<file path="src/rtl/range_sel_pkg.sv">
package range_sel_pkg;

  typedef enum logic {
    ATT_DIV1  = 1'b0,
    ATT_DIV16 = 1'b1
  } atten_e;

  // True once the run seen so far, plus the current low sample, covers the need.
  // A need of zero behaves as a need of one.
  function automatic logic run_reaches(input int unsigned run_prev,
                                       input int unsigned need);
    return (run_prev + 1) >= need;
  endfunction

endpackage

</file>
<file path="src/rtl/level_latch.sv">
module level_latch (
  input  logic clk_i,
  input  logic rst_ni,
  input  logic d_i,
  output logic q_o
);
  // Resets high so the path is treated as large until a real sample arrives.
  always_ff @(posedge clk_i) begin
    if (!rst_ni) q_o <= 1'b1;
    else         q_o <= d_i;
  end
endmodule

</file>
<file path="src/rtl/holdoff_counter.sv">
module holdoff_counter #(
  parameter int CNT_W = 4
) (
  input  logic             clk_i,
  input  logic             rst_ni,
  input  logic             low_i,
  input  logic [CNT_W-1:0] need_i,
  output logic [CNT_W-1:0] run_o,
  output logic             met_o
);
  import range_sel_pkg::*;

  localparam logic [CNT_W-1:0] RUN_MAX = {CNT_W{1'b1}};

  logic [CNT_W-1:0] run_q;

  always_ff @(posedge clk_i) begin
    if (!rst_ni)             run_q <= '0;
    else if (!low_i)         run_q <= '0;
    else if (run_q != RUN_MAX) run_q <= run_q + 1'b1;
  end

  assign run_o = run_q;
  assign met_o = low_i && run_reaches(32'(run_q), 32'(need_i));
endmodule

</file>
<file path="src/rtl/tag_delay.sv">
module tag_delay #(
  parameter int LAG = 2
) (
  input  logic clk_i,
  input  logic rst_ni,
  input  logic d_i,
  output logic q_o
);
  generate
    if (LAG == 0) begin : g_pass
      assign q_o = d_i;
    end else begin : g_pipe
      logic [LAG-1:0] stage_q;
      for (genvar i = 0; i < LAG; i++) begin : g_stage
        always_ff @(posedge clk_i) begin
          if (!rst_ni) stage_q[i] <= 1'b1;
          else         stage_q[i] <= (i == 0) ? d_i : stage_q[(i == 0) ? 0 : i-1];
        end
      end
      assign q_o = stage_q[LAG-1];
    end
  endgenerate
endmodule

</file>
<file path="src/rtl/range_sel_ctrl.sv">
module range_sel_ctrl #(
  parameter int CNT_W   = 4,
  parameter int TAG_LAG = 2
) (
  input  logic             clk_i,
  input  logic             rst_ni,
  input  logic             level_hi_i,
  input  logic             force_en_i,
  input  logic             force_atten_i,
  input  logic [CNT_W-1:0] holdoff_i,
  output logic             sw_div1_o,
  output logic             sw_div16_o,
  output logic             range_tag_o
);
  import range_sel_pkg::*;

  logic             lvl_q;
  logic [CNT_W-1:0] run_cnt;
  logic             hold_met;
  atten_e           sel_q, sel_d;

  level_latch u_latch (
    .clk_i (clk_i),
    .rst_ni(rst_ni),
    .d_i   (level_hi_i),
    .q_o   (lvl_q)
  );

  holdoff_counter #(.CNT_W(CNT_W)) u_hold (
    .clk_i (clk_i),
    .rst_ni(rst_ni),
    .low_i (!lvl_q),
    .need_i(holdoff_i),
    .run_o (run_cnt),
    .met_o (hold_met)
  );

  always_comb begin
    sel_d = sel_q;
    if (force_en_i)    sel_d = force_atten_i ? ATT_DIV16 : ATT_DIV1;
    else if (lvl_q)    sel_d = ATT_DIV16;
    else if (hold_met) sel_d = ATT_DIV1;
  end

  always_ff @(posedge clk_i) begin
    if (!rst_ni) sel_q <= ATT_DIV16;
    else         sel_q <= sel_d;
  end

  assign sw_div16_o = (sel_q == ATT_DIV16);
  assign sw_div1_o  = (sel_q == ATT_DIV1);

  tag_delay #(.LAG(TAG_LAG)) u_tag (
    .clk_i (clk_i),
    .rst_ni(rst_ni),
    .d_i   (sw_div16_o),
    .q_o   (range_tag_o)
  );
endmodule

</file>
<file path="config.mk">
export PLATFORM = sky130hd
export DESIGN_NAME = range_sel_ctrl
export DESIGN_NICKNAME = d
export VERILOG_FILES = /design/src/rtl/range_sel_pkg.sv /design/src/rtl/level_latch.sv /design/src/rtl/holdoff_counter.sv /design/src/rtl/tag_delay.sv /design/src/rtl/range_sel_ctrl.sv
export SDC_FILE = /design/constraint.sdc
export NUM_CORES = 1
export LEC_CHECK = 0
export BUFFER_PORTS_ARGS = -buffer_cell sky130_fd_sc_hd__buf_4
export CELL_PAD_IN_SITES_DETAIL_PLACEMENT = 2
export CELL_PAD_IN_SITES_GLOBAL_PLACEMENT = 2
export CORE_MARGIN = 1
export CORE_UTILIZATION = 27
export CTS_CLUSTER_SIZE = 16
export DETAILED_ROUTE_END_ITERATION = 10
export PLACE_DENSITY_LB_ADDON = 0.1
export RECOVER_POWER = 50
export SETUP_SLACK_MARGIN = 0.2
export SYNTH_ARGS = -nofsm -noshare
export SYNTH_HDL_FRONTEND = slang
export SYNTH_HIERARCHICAL = 1
export SYNTH_SLANG_ARGS = --single-unit
</file>
<file path="constraint.sdc">
create_clock -name clk_i -period 2.4 [get_ports clk_i]
set_input_delay 0.36 -clock clk_i [delete_from_list [all_inputs] [get_ports clk_i]]
set_output_delay 0.36 -clock clk_i [all_outputs]
set_load 0.02 [all_outputs]
</file>
==> results of run 1 <==
## cell usage in the layout, fill, tap and decap left out, drive strengths merged
| master | Yosys | routed |
|---|---|---|
| buf | 1 | 9 |
| dfxtp | 8 | 8 |
| inv | 5 | 5 |
| ha | 5 | 5 |
| clkbuf | 0 | 5 |
| nand2b | 4 | 4 |
| o21ai | 3 | 3 |
| nor2 | 3 | 3 |
| nor2b | 3 | 3 |
| nor3 | 2 | 2 |
| xnor2 | 2 | 2 |
| a31oi | 2 | 2 |
| nand2 | 2 | 2 |
| nand3 | 1 | 1 |
| xor2 | 1 | 1 |
| a21o | 1 | 1 |
| and3 | 1 | 1 |
| nor3b | 1 | 1 |
| mux2i | 1 | 1 |
## layer usage
| metal | global-route usage [%] | vias to the layer above | part of all wire [%] | wire length, microns |
|---|---|---|---|---|
| met5 | 0 | - | 0 | 0 |
| met4 | 3.87 | 0 | 0 | 0 |
| met3 | 6.52 | 0 | 5.1 | 51 |
| met2 | 25.6 | 9 | 54 | 542 |
| met1 | 14.4 | 179 | 41 | 413 |
| li1 | - | 181 | - | - |
## power breakdown
part | internal (W) | total [W] | switching, W
sequential | 0.000136 | 0.000139 | 0.00000281
combinational | 0.0000181 | 0.0000317 | 0.0000136
clock | 0.0000573 | 0.000104 | 0.0000462
total | 0.000212 | 0.000274 | 0.0000627
## path summary, 6_finish.rpt
| path | start | to | slack, ns | cells after the start |
|---|---|---|---|---|
| min reg2reg | u_tag/g_pipe.stage_q[0] | u_tag/q_o | 0.45 | 1 |
| min | level_hi_i | u_latch/q_o | 0.31 | 2 |
| max | u_hold/run_o[0] | sw_div16_o | 0.41 | 9 |
| max reg2reg | u_hold/run_o[0] | sw_div16_o | 0.41 | 9 |
## sequential cells by signal, indices dropped and copies added (netlist names)
| name | cells |
|---|---|
| u_hold/run_o | 4 |
| sw_div16_o | 1 |
| u_latch/q_o | 1 |
| u_tag/g_pipe.stage_q | 1 |
| u_tag/q_o | 1 |
## stage by stage
| step | setup WS, ns | utilization [%] |
|---|---|---|
| after global placement | 0.498 | 37.1 |
| after global routing | 0.262 | 38.5 |
| after floorplan | 0.690 | - |
| after CTS | 0.390 | 38.7 |
| final | 0.408 | 38.5 |
| after detailed placement | 0.406 | 37.1 |
## cells by family after synthesis
group	after synthesis
DFF	8
muxes	1
adders and majority gates	5
and+or+nand+nor	17
xor gates and xnor gates	3
buffers and inverters	6
AOI/OAI and AO/OA	6
## final cells by class
| type | count | area share (%) |
|---|---|---|
| Inverter | 5 | 3.53 |
| Clock buffer | 3 | 4.24 |
| Multi-Input combinational cell | 32 | 43.8 |
| Tap cell | 15 | 3.53 |
| Sequential cell | 8 | 30.1 |
| Timing Repair Buffer | 11 | 14.8 |
## critical path, cell delays in order, from the launching register on
cell and delay [ns]:
dfxtp_1 0.43, ha_1 0.24, xor2_1 0.25, ha_1 0.30
a21o_1 0.19, a31oi_1 0.14, o21ai_1 0.09, nor2b_1 0.12
nor3_1 0.05, o21ai_1 0.12
==> results.toml, run 1 <==
[sta]
setup_viol = 0
fin_tns_setup_ns = 0
rsz0062_at_grt = "false"
fin_hold_ws_ns = 0.308
drv_slew = 0
slew_headroom_pct = 83.7
finalHoldViolCount = 0
tightest_slew_ns = 0.244
layout_min_cycle_time_ns = 1.99
fmax_ghz = 0.502
fin_crit_sh_pct = 83.0
fin_skew_ns = 0.00275

[synth]
ys_seq_elements = 8
yosys-top-cells-count = "8 x dfxtp_1, 5 x ha_1, 5 x inv_1, 4 x nand2b_1"
synth_flop_cell = "dfxtp_1"
avgSynthCellArea_sq_um = 9.19
synth_xor_area_share_pct = 6.21
synth_top_family_by_area = "simple AND/OR/NAND/NOR gates"
synthAdderAreaFrac_pct = 14.8
synth_seq_area_share_pct = 37.9
yosysTopAreaCell = "dfxtp_1"
yosysMostFrequentCell = "dfxtp_1"
synth_top_area_share_pct = 37.9
syn_area_sq_um = 423
syn_nets = 60
synthMuxAreaShare_pct = 2.37
synth_edf_count = 0
yosysWarnings = 6
synth_area_leaders = "dfxtp_1 38%, ha_1 15%, nand2b_1 5.9%, inv_1 4.4%, xnor2_1 4.1%"
postSynthCellCount = 46
synthArstFlopShare_pct = 0
synth-simple-area-share_pct = 23.4
synthDistinctLibCells = 19
synth-compound-area-share_pct = 8.28

[cells_and_area]
fin_cells = 74
drive_gt1_share_pct = 23.7
fin_area_sq_um = 532
seq_area_sq_um = 160
multi_input_comb_area_sq_um = 233
nFillCells = 162
final_nets = 75
area_growth_pct = 25.7
n_antenna_cell = 0

[floorplan]
die_h_microns = 41.6
core_sq_um = 1380
fp-row-count = 13
fp.dieW_microns = 41.6
io_pins = 12
die_area_sq_um = 1730
initial_core_util_pct = 30.6

[pwr]
power_leakage_nw = 0.269
max-vdd-ir-drop_uv = 209
power_w = 0.000274
p_per_area_nw_per_um2 = 516

[placement]
dpl.cell_count = 71
io_buffers = 11
dpl_cell_area_sq_um = 513
gp_congestion = 0.646
hpwlAfterDp_microns = 839

[clock_network]
clockBufferDepth = 2
clk_pin_slew_ns = 0.06
h-tree-depth = 1
cts_hold_buf = 0
cts_root_buf = "clkbuf_4"
cts_setup_buffers = 0
cts_sinks = 8
clk_latency_ns = 0.25
cts_resized = 0
cts_tree = "yes"
cts_made_buffers = 3

[detailed_routing]
wire_per_inst_microns = 13.6
vias = 369
drc = 0
drt_pass1_iterations = 3
viasPerCell = 4.99
wl_microns = 1010
drt_iter0_markers = 5
antenna_left = 0

[flow_run]
drv_cap = 0

[global_routing]
grt_pass1_wl_microns = 1790
antenna_found_initial = 0
grt_max_degree = 6
grt_pass1_vias = 377
grt.overflow.total = 0
grt_use_total_pct = 14.2

[status]
status = "complete, no violations"

[worst_setup_path]
required_ns = 2.59
arrival_ns = 2.18
worstSetupPathType = "flop to flop"
critPathMaxFanout = 5
crit_path_end_kind = "flop"
start_kind = "flop"

[hold_path]
hold_class = "input pin to flop"
No activity file was read; power rests on OpenSTA's default activity.
==> inputs of run 2 (changes only) <==
--- a/config.mk
+++ b/config.mk
@@ -9,7 +9,7 @@
 export CELL_PAD_IN_SITES_DETAIL_PLACEMENT = 2
 export CELL_PAD_IN_SITES_GLOBAL_PLACEMENT = 2
 export CORE_MARGIN = 1
-export CORE_UTILIZATION = 27
+export CORE_UTILIZATION = 24
 export CTS_CLUSTER_SIZE = 16
 export DETAILED_ROUTE_END_ITERATION = 10
 export PLACE_DENSITY_LB_ADDON = 0.1
==> constraint.sdc (replaced) <==
create_clock -name clk_i -period 1.8 [get_ports clk_i]
set_input_delay 0.27 -clock clk_i [delete_from_list [all_inputs] [get_ports clk_i]]
set_output_delay 0.27 -clock clk_i [all_outputs]
set_load 0.02 [all_outputs]
==> results.toml, run 2 (synthesized netlist as in run 1, its figures left out) <==
[detailed_routing]
drc = 0
viasPerCell = 4.64
vias = 362
drt_iter0_markers = 2
drt_pass1_iterations = 3
wl_microns = 985
wire_per_inst_microns = 12.6
antenna_left = 0

[sta]
finalHoldViolCount = 0
worst_slack_ns = 0.0735
fmax_ghz = 0.579
fin_hold_ws_ns = 0.221
slew_headroom_pct = 83.5
drv_slew = 0
fin_skew_ns = 0.00591
tightest_slew_ns = 0.248
fin_tns_setup_ns = 0
setup_viol = 0
fin_crit_sh_pct = 95.9
rsz0062_at_grt = "true"
layout_min_cycle_time_ns = 1.73

[worst_setup_path]
path_cells = "ha_4, xor2_2, ha_1, a21o_1, a31oi_1, o21ai_1, nor2b_1, nor3_1, o21ai_1"
endpoint = "sw_div16_o"
r2r_slack_ns = 0.07
crit_path_end_kind = "flop"
worst-path-stages = 9
cpMaxStageDelayCell = "dfxtp_4"
critPathMaxFanout = 3
path_delay_family = "compound AO/OA/AOI/OAI gates"
crit_start = "u_hold/run_o[0]"
r2r.worst_path.cells = 9
arrival_ns = 1.91
worstSetupPathType = "flop to flop"
start_kind = "flop"
crit_path_max_incr_delay_ns = 0.36
required_ns = 1.99
path_buf_inv = 0
r2r_start = "u_hold/run_o[0]"
r2r_end = "sw_div16_o"
path_common_cell = "o21ai_1"

[cells_and_area]
area_growth_pct = 37.0
n_antenna_cell = 0
final_nets = 77
final_common_cell = "buf_4"
final_cell_mix = "11 x buf_4, 6 x dfxtp_1, 5 x inv_1"
largest_reg_flops = 4
nFillCells = 190
fin_cells = 78
drive_gt1_share_pct = 32.3

[clock_network]
h-tree-depth = 1
clk_pin_slew_ns = 0.06
cts_tree = "yes"
clockBufferDepth = 2
cts_made_buffers = 3
cts_sinks = 8
cts_root_buf = "clkbuf_4"
clk_latency_ns = 0.26
cts_hold_buf = 0

[floorplan]
initial_core_util_pct = 26.8
die_h_microns = 44.0
io_pins = 12
die_area_sq_um = 1930
core_sq_um = 1580
fp-row-count = 14
fp.dieW_microns = 44.0

[global_routing]
grt_pass1_wl_microns = 1740
grt_max_degree = 6
grt_pass1_vias = 401
grt.overflow.total = 0
grt_use_total_pct = 13.1
antenna_found_initial = 0

[pwr]
internal-power_w = 0.000291
seqPwrFrac_pct = 47.8
swShare_pct = 23.9
power_w = 0.000382
max-vdd-ir-drop_uv = 301
combPwrFrac_pct = 11.9
switchingPower_w = 0.0000912
p_per_area_nw_per_um2 = 660
power_leakage_nw = 0.279
clock_power_share_pct = 40.3

[placement]
gp_congestion = 0.655
dpl.cell_count = 72
hpwlAfterDp_microns = 755
io_buffers = 11
dp_slack_ns = 0.00480

[flow_run]
drv_cap = 0

[status]
status = "complete, no violations"

[hold_path]
hold_class = "input pin to flop"
-- run 2: cell count changes in the layout (fill, tap and decap cells not counted), sizes merged --
cell,previous run,this run
buf,9,11
clkbuf,5,6
-- run 2: power by group through the flow --
stage | sequential [W] | clock, W | combinational [W]
after CTS | 0.000183 | 0.000166 | 0.0000473
after floorplan | 0.000190 | 0 | 0.0000194
final | 0.000183 | 0.000154 | 0.0000454
after detailed placement | 0.000189 | 0 | 0.0000436
after global placement | 0.000189 | 0 | 0.0000416
after global routing | 0.000183 | 0.000172 | 0.0000510
-- run 2: worst register-to-register path, stage by stage (launching register included) --
cell and delay [ns]:
dfxtp_4 0.36, ha_4 0.17, xor2_2 0.16, ha_1 0.30
a21o_1 0.16, a31oi_1 0.15, o21ai_1 0.08, nor2b_1 0.11
nor3_1 0.06, o21ai_1 0.11
-- run 2: final cells by class --
cell class              count  area [sq um]  share of cell area (%)
clock buffers               4          26.3                    4.54
inverters                   5          18.8                    3.24
multi-input cells          32           253                    43.6
flip-flops and latches      8           168                    28.9
well taps                  16          20.0                    3.46
repair buffers             13          93.8                    16.2
-- run 2: stage by stage --
step                      area, sq um  util [%]
after floorplan                   440         -
after global placement            532      33.7
after detailed placement          532      33.7
after CTS                         583      37.0
after global routing              579      36.7
final                             579      36.7
-- run 2: layer usage --
metal  routed length [microns]  up-vias  part of all wire [%]  track usage, %
li1                          -      182                     -               -
met1                       432      172                    44            13.6
met2                       515        8                    52            21.8
met3                        37        0                   3.8            5.00
met4                         0        0                     0            9.09
met5                         0        -                     0               0
-- run 2: how the worst min path moves through the flow --
stage                            startpoint     endpoint  slack [ns]  cells past startpoint
floorplan                            rst_ni  u_latch/q_o        0.34                      1
finish                               rst_ni    u_tag/q_o        0.22                      2
CTS                              level_hi_i  u_latch/q_o        0.19                      2
global placement    u_tag/g_pipe.stage_q[0]    u_tag/q_o        0.39                      1
global route                     level_hi_i  u_latch/q_o        0.21                      2
detailed placement  u_tag/g_pipe.stage_q[0]    u_tag/q_o        0.40                      1
-- run 2: what timing repair did --
item | CTS | global route
setup buffers | 2 | 0
pin swaps | 1 | 0
resized for setup | 2 | 0
setup endpoints to repair | 1 | 1
